**config.mk**
```make
export PLATFORM = sky130hd
export DESIGN_NAME = addr_latch_decode
export DESIGN_NICKNAME = d
export VERILOG_FILES = /design/src/rtl/addr_latch_decode.sv
export SDC_FILE = /design/constraint.sdc
export NUM_CORES = 1
export LEC_CHECK = 0
export BUFFER_PORTS_ARGS = -buffer_cell sky130_fd_sc_hd__buf_2
export CAP_MARGIN = 20
export CORE_UTILIZATION = 35
export CTS_CLUSTER_SIZE = 20
export DETAILED_ROUTE_END_ITERATION = 10
export PLACE_DENSITY_LB_ADDON = 0.08
export SYNTH_ARGS = -nofsm -noshare
export SYNTH_HDL_FRONTEND = slang
export SYNTH_SLANG_ARGS = --single-unit
```
**constraint.sdc**
```tcl
create_clock -name clk -period 1.5 [get_ports clk]
set_input_delay 0.225 -clock clk [delete_from_list [all_inputs] [get_ports clk]]
set_output_delay 0.225 -clock clk [all_outputs]
set_load 0.02 [all_outputs]
```
**src/rtl/addr_latch_decode.sv**
```systemverilog
module addr_latch_decode #(
  parameter int AW        = 16,
  parameter int LW        = 8,
  parameter int ROM_LO    = 'h0000,
  parameter int ROM_HI    = 'h1FFF,
  parameter int RAM_LO    = 'h2000,
  parameter int RAM_HI    = 'h3FFF,
  parameter int N_PORTS   = 4,
  parameter int IO_BASE   = 'h40,
  parameter bit PARTIAL   = 1'b0,
  parameter int PART_BITS = 14
) (
  input  logic               clk,
  input  logic               rst_n,
  input  logic [AW-LW-1:0]   a_hi,
  input  logic [LW-1:0]      ad,
  input  logic               ale,
  input  logic               io_m,
  input  logic               rd_n,
  input  logic               wr_n,
  output logic [AW-1:0]      addr,
  output logic               rom_cs_n,
  output logic               ram_cs_n,
  output logic               mem_rd_n,
  output logic               mem_wr_n,
  output logic [N_PORTS-1:0] io_cs_n,
  output logic               io_rd_n,
  output logic               io_wr_n
);

  localparam logic [AW-1:0] DEC_MASK = PARTIAL ?
    {{(AW-PART_BITS){1'b0}}, {PART_BITS{1'b1}}} : {AW{1'b1}};
  localparam logic [AW-1:0] ROM_BASE = ROM_LO[AW-1:0];
  localparam logic [AW-1:0] ROM_SPAN = ROM_HI[AW-1:0] - ROM_LO[AW-1:0];
  localparam logic [AW-1:0] RAM_BASE = RAM_LO[AW-1:0];
  localparam logic [AW-1:0] RAM_SPAN = RAM_HI[AW-1:0] - RAM_LO[AW-1:0];

  logic [LW-1:0] lo_held;

  always_ff @(posedge clk or negedge rst_n) begin
    if (!rst_n)   lo_held <= '0;
    else if (ale) lo_held <= ad;
  end

  assign addr = {a_hi, ale ? ad : lo_held};

  logic [AW-1:0] dec_addr, rom_off, ram_off;
  logic rd_act, wr_act, xfer, in_rom, in_ram, rom_sel, ram_sel;

  assign dec_addr = addr & DEC_MASK;
  assign rom_off  = dec_addr - ROM_BASE;
  assign ram_off  = dec_addr - RAM_BASE;
  assign in_rom   = rom_off <= ROM_SPAN;
  assign in_ram   = (ram_off <= RAM_SPAN) && !in_rom;

  assign rd_act = rst_n && !rd_n && wr_n;
  assign wr_act = rst_n && rd_n && !wr_n;
  assign xfer   = rd_act || wr_act;

  assign rom_sel = !io_m && rd_act && in_rom;
  assign ram_sel = !io_m && xfer && in_ram;

  assign rom_cs_n = !rom_sel;
  assign ram_cs_n = !ram_sel;
  assign mem_rd_n = !((rom_sel || ram_sel) && rd_act);
  assign mem_wr_n = !(ram_sel && wr_act);

  logic [N_PORTS-1:0] port_hit;

  for (genvar k = 0; k < N_PORTS; k++) begin : g_port
    localparam logic [LW-1:0] PNUM = LW'(IO_BASE + k);
    assign port_hit[k] = io_m && xfer && (addr[LW-1:0] == PNUM);
  end

  assign io_cs_n = ~port_hit;
  assign io_rd_n = !((|port_hit) && rd_act);
  assign io_wr_n = !((|port_hit) && wr_act);

  assert_hold_R2: assert property (@(posedge clk) disable iff (!rst_n)
    ale |=> (!ale -> addr[LW-1:0] == $past(ad)));

  assert_one_select_R9: assert property (@(posedge clk) disable iff (!rst_n)
    $onehot0({~rom_cs_n, ~ram_cs_n, ~io_cs_n}));

  assert_rom_no_write_R6: assert property (@(posedge clk) disable iff (!rst_n)
    !rom_cs_n |-> (wr_n && mem_wr_n));

  assert_io_excl_R7: assert property (@(posedge clk) disable iff (!rst_n)
    io_m |-> (rom_cs_n && ram_cs_n && mem_rd_n && mem_wr_n));

  assert_strobe_R8: assert property (@(posedge clk) disable iff (!rst_n)
    (rd_n == wr_n) |-> (&{rom_cs_n, ram_cs_n, mem_rd_n, mem_wr_n,
                          io_rd_n, io_wr_n, io_cs_n}));

  assert_ram_write_R4: assert property (@(posedge clk) disable iff (!rst_n)
    !mem_wr_n |-> (!ram_cs_n && !wr_n && !io_m));

endmodule

```
==> results.md <==
- F_max: between 0.5 and 0.6 GHz
- Ys flop type: dfrtp_1
- Final std cell area, no fill: between 800 and 900 um^2
- CTS tree: done
- H-tree depth: 1
- Grt ovf: 0
- Syn avg cell area: roughly 9.4 um^2
- Antenna Cells: 0
- Final wirelength: 1.34 mm
- Max-slew violation count: 0
- Post-synth top cells: buf_4 (8), dfrtp_1 (8), nand2_1 (8), mux2_2 (6), o21ai_0 (5)
- Switching Share: 31.2%
- Post-DP HPWL: 1.10 mm
- Register area: 200 um^2
- Hold_ws: ~0.24 ns
- Placement row count: 14
- RSZ-0062 raised after global routing: yes
- Final Critical Period: 1.73 ns
- Final Hold Viols: 0
- Top area cells in the synthesized netlist: dfrtp_1 (33%), mux2_2 (11%), buf_4 (10%)
- Layout cell share with drive strength beyond 1: a little under three fifths
- Hold path depth: 2
- Fill cells: around 160
- Hold Crit Class: input pin to register
- Clock share of power: 27.1%
- Mapped Cells: 64
- Overall die width: 43.5 um
- Worst-Margin Slew: about 0.37 ns
- CP max FO: 6
- Final worst slack: -0.231 ns
- Flop pwr share: 42.6%
- P_int: around 400 uW
- Critical Path Start Type: register
- Worst-path clk slew: 0.05 ns
- CTS Buffer Depth: 2
- Pwr/cell area: 705 nW/um^2
- First-pass GRT wire length: between 2 and 2.5 mm
- VDD IR max: 0.509 mV
- Post-synth top area cell: dfrtp_1
- Mapped Area: around 600 um^2
- Fin Clk Skew: 0 ns
- Num CTS Buffers: 3
- Die footprint: 1890 um^2
- Via/cell ratio: 5.15
- Switching power: 183 uW
- Top reg by flops: lo_held
- Final antenna-violating net count: 0
- Relative slew margins: 75.0%
- Critical path class: register to output port
- R2R depth: 1
- WP data required: 1.27 ns
- Failing checks: design-rule violations, negative setup slack
- Yosys warning total: 0
- DRC: 10
- CTS root buf: clkbuf_4
- Post-synth EDFFs: 0
- Top-area cell type share of the netlist area: 33.3%
- Max FFs per register: 8
- Max-cap viol count: 0
- Leak pwr: 0.000392 uW
- Synth cell types: 27
- CTS Sinks: 8
- Area delta synth->final: 38.3%
- Total core area: 1560 um^2
- Setup TNS: -1.31 ns
- Die height: 43.5 um
- DP Cell Count: between 100 and 150
- Via count of the first global-routing pass: roughly 510
- Register area share after synthesis: 33.3%
- DR WL/cell: 11.7 um
- Syn_nets: 87
- Largest net degree at the start of global routing: 15
- Initial Utilization: about two fifths
- Final Cycle Share: 115%
- Antenna violations before repair: 0
- Clk_lat worst skew: around 0.25 ns
- Gate power share: 30.3%
- Routed via count: approximately 590
- Largest registers: lo_held: 8 flops
- Worst EP arrival: around 1.5 ns
- GPL Wtd Cong: 0.805
- Crit end category: output port
- PortBufs: 37
- Status: complete, but fails checks
- Nets: 124
- Multi-input gate area: approximately 340 um^2
- Overall routing resource usage: 15.1%
- Async set-reset flop share out of synthesis: 100%
- #FFs+latches synth: 8
- TritonRoute pass-1 iters: 7
- Io pins: 48
- Initial drt markers: 22
- Non-filler cells, final: 115
- Post-DP Area: 774 um^2
- Final setup viols: 6
- DP Worst Slack: -0.253 ns
- Post-CTS Setup Repair Bufs: 0
final timing paths:
check	endpoint	from	slack, ns
max	io_cs_n[2]	lo_held[4]	-0.23
min	lo_held[6]	ad[6]	0.24
max reg2reg	lo_held[5]	lo_held[5]	0.72
min reg2reg	lo_held[2]	lo_held[2]	0.52
max in group asynchronous	lo_held[3]	rst_n	0.90
min in group asynchronous	lo_held[6]	rst_n	0.47
worst max-delay path: stages, from the launching register on:
cell and delay [ns]:
dfrtp_1 0.39, nor4b_2 0.26, and4b_2 0.33, o211ai_1 0.10
buf_4 0.17
area by class of cell:
type,instances,area share (%)
Inverter,3,1.35
Tap cell,16,2.41
Sequential cell,8,24.1
Clock buffer,3,2.71
Multi-Input combinational cell,43,40.9
Timing Repair Buffer,42,28.6
per-layer routing:
layer  up-vias  GRT usage [%]  wire, um
met3         0           3.75       137
met2        43           23.9       591
met1       251           20.2       612
met5         -              0         0
met4         0           5.00         0
li1        298              -         -
power by group through the flow:
stage / clock network (uW) / logic (uW) / registers, uW
after global routing: 178 / 194 / 254
after detailed placement: 0 / 174 / 253
after CTS: 165 / 178 / 250
final: 159 / 178 / 250
after floorplan: 0 / 126 / 249
after global placement: 0 / 173 / 252
cell families (layout without fill, tap and decap cells):
family / Yosys count / after routing / share of synthesized area [%]
buf+inv: 13 / 48 / 13.3
fa+ha+maj: 1 / 1 / 2.08
compound gates: 11 / 11 / 11.6
xor+xnor: 2 / 2 / 2.91
mux: 6 / 6 / 11.2
simple gates: 23 / 23 / 25.6
flops: 8 / 8 / 33.3
through the flow:
step / util [%] / power (uW)
finish: 53.4 / 587
global route: 53.4 / 625
global placement: 49.7 / 425
floorplan: - / 376
CTS: 53.0 / 593
detailed placement: 49.7 / 426
repair_timing:
item	CTS	global route
endpoints found under the setup margin	6	9
hold buffers	1	0
hold endpoints to repair	8	0
gates resized for setup	7	1
pin swaps	8	2
cells in the final DEF (no fill, tap or decap):
cell	count
and2_1	1
xor2_1	2
nor2_1	1
nor4_1	1
nor3_2	1
ha_1	1
or4b_4	1
and4b_2	1
nand3b_1	1
buf_4	9
nor4_4	1
o211ai_1	3
nand3_1	1
buf_2	32
clkbuf_4	3
o22ai_1	1
dlygate4sd3_1	1
mux2_2	6
o21ai_0	3
and3b_1	2
nor4b_2	1
o221ai_2	1
o21ai_1	2
o31ai_1	1
nand2b_1	1
nand2_1	8
inv_1	3
dfrtp_1	8
nor3_1	1
nor3b_1	1
Note: power is estimated with default switching activity, not from simulation.
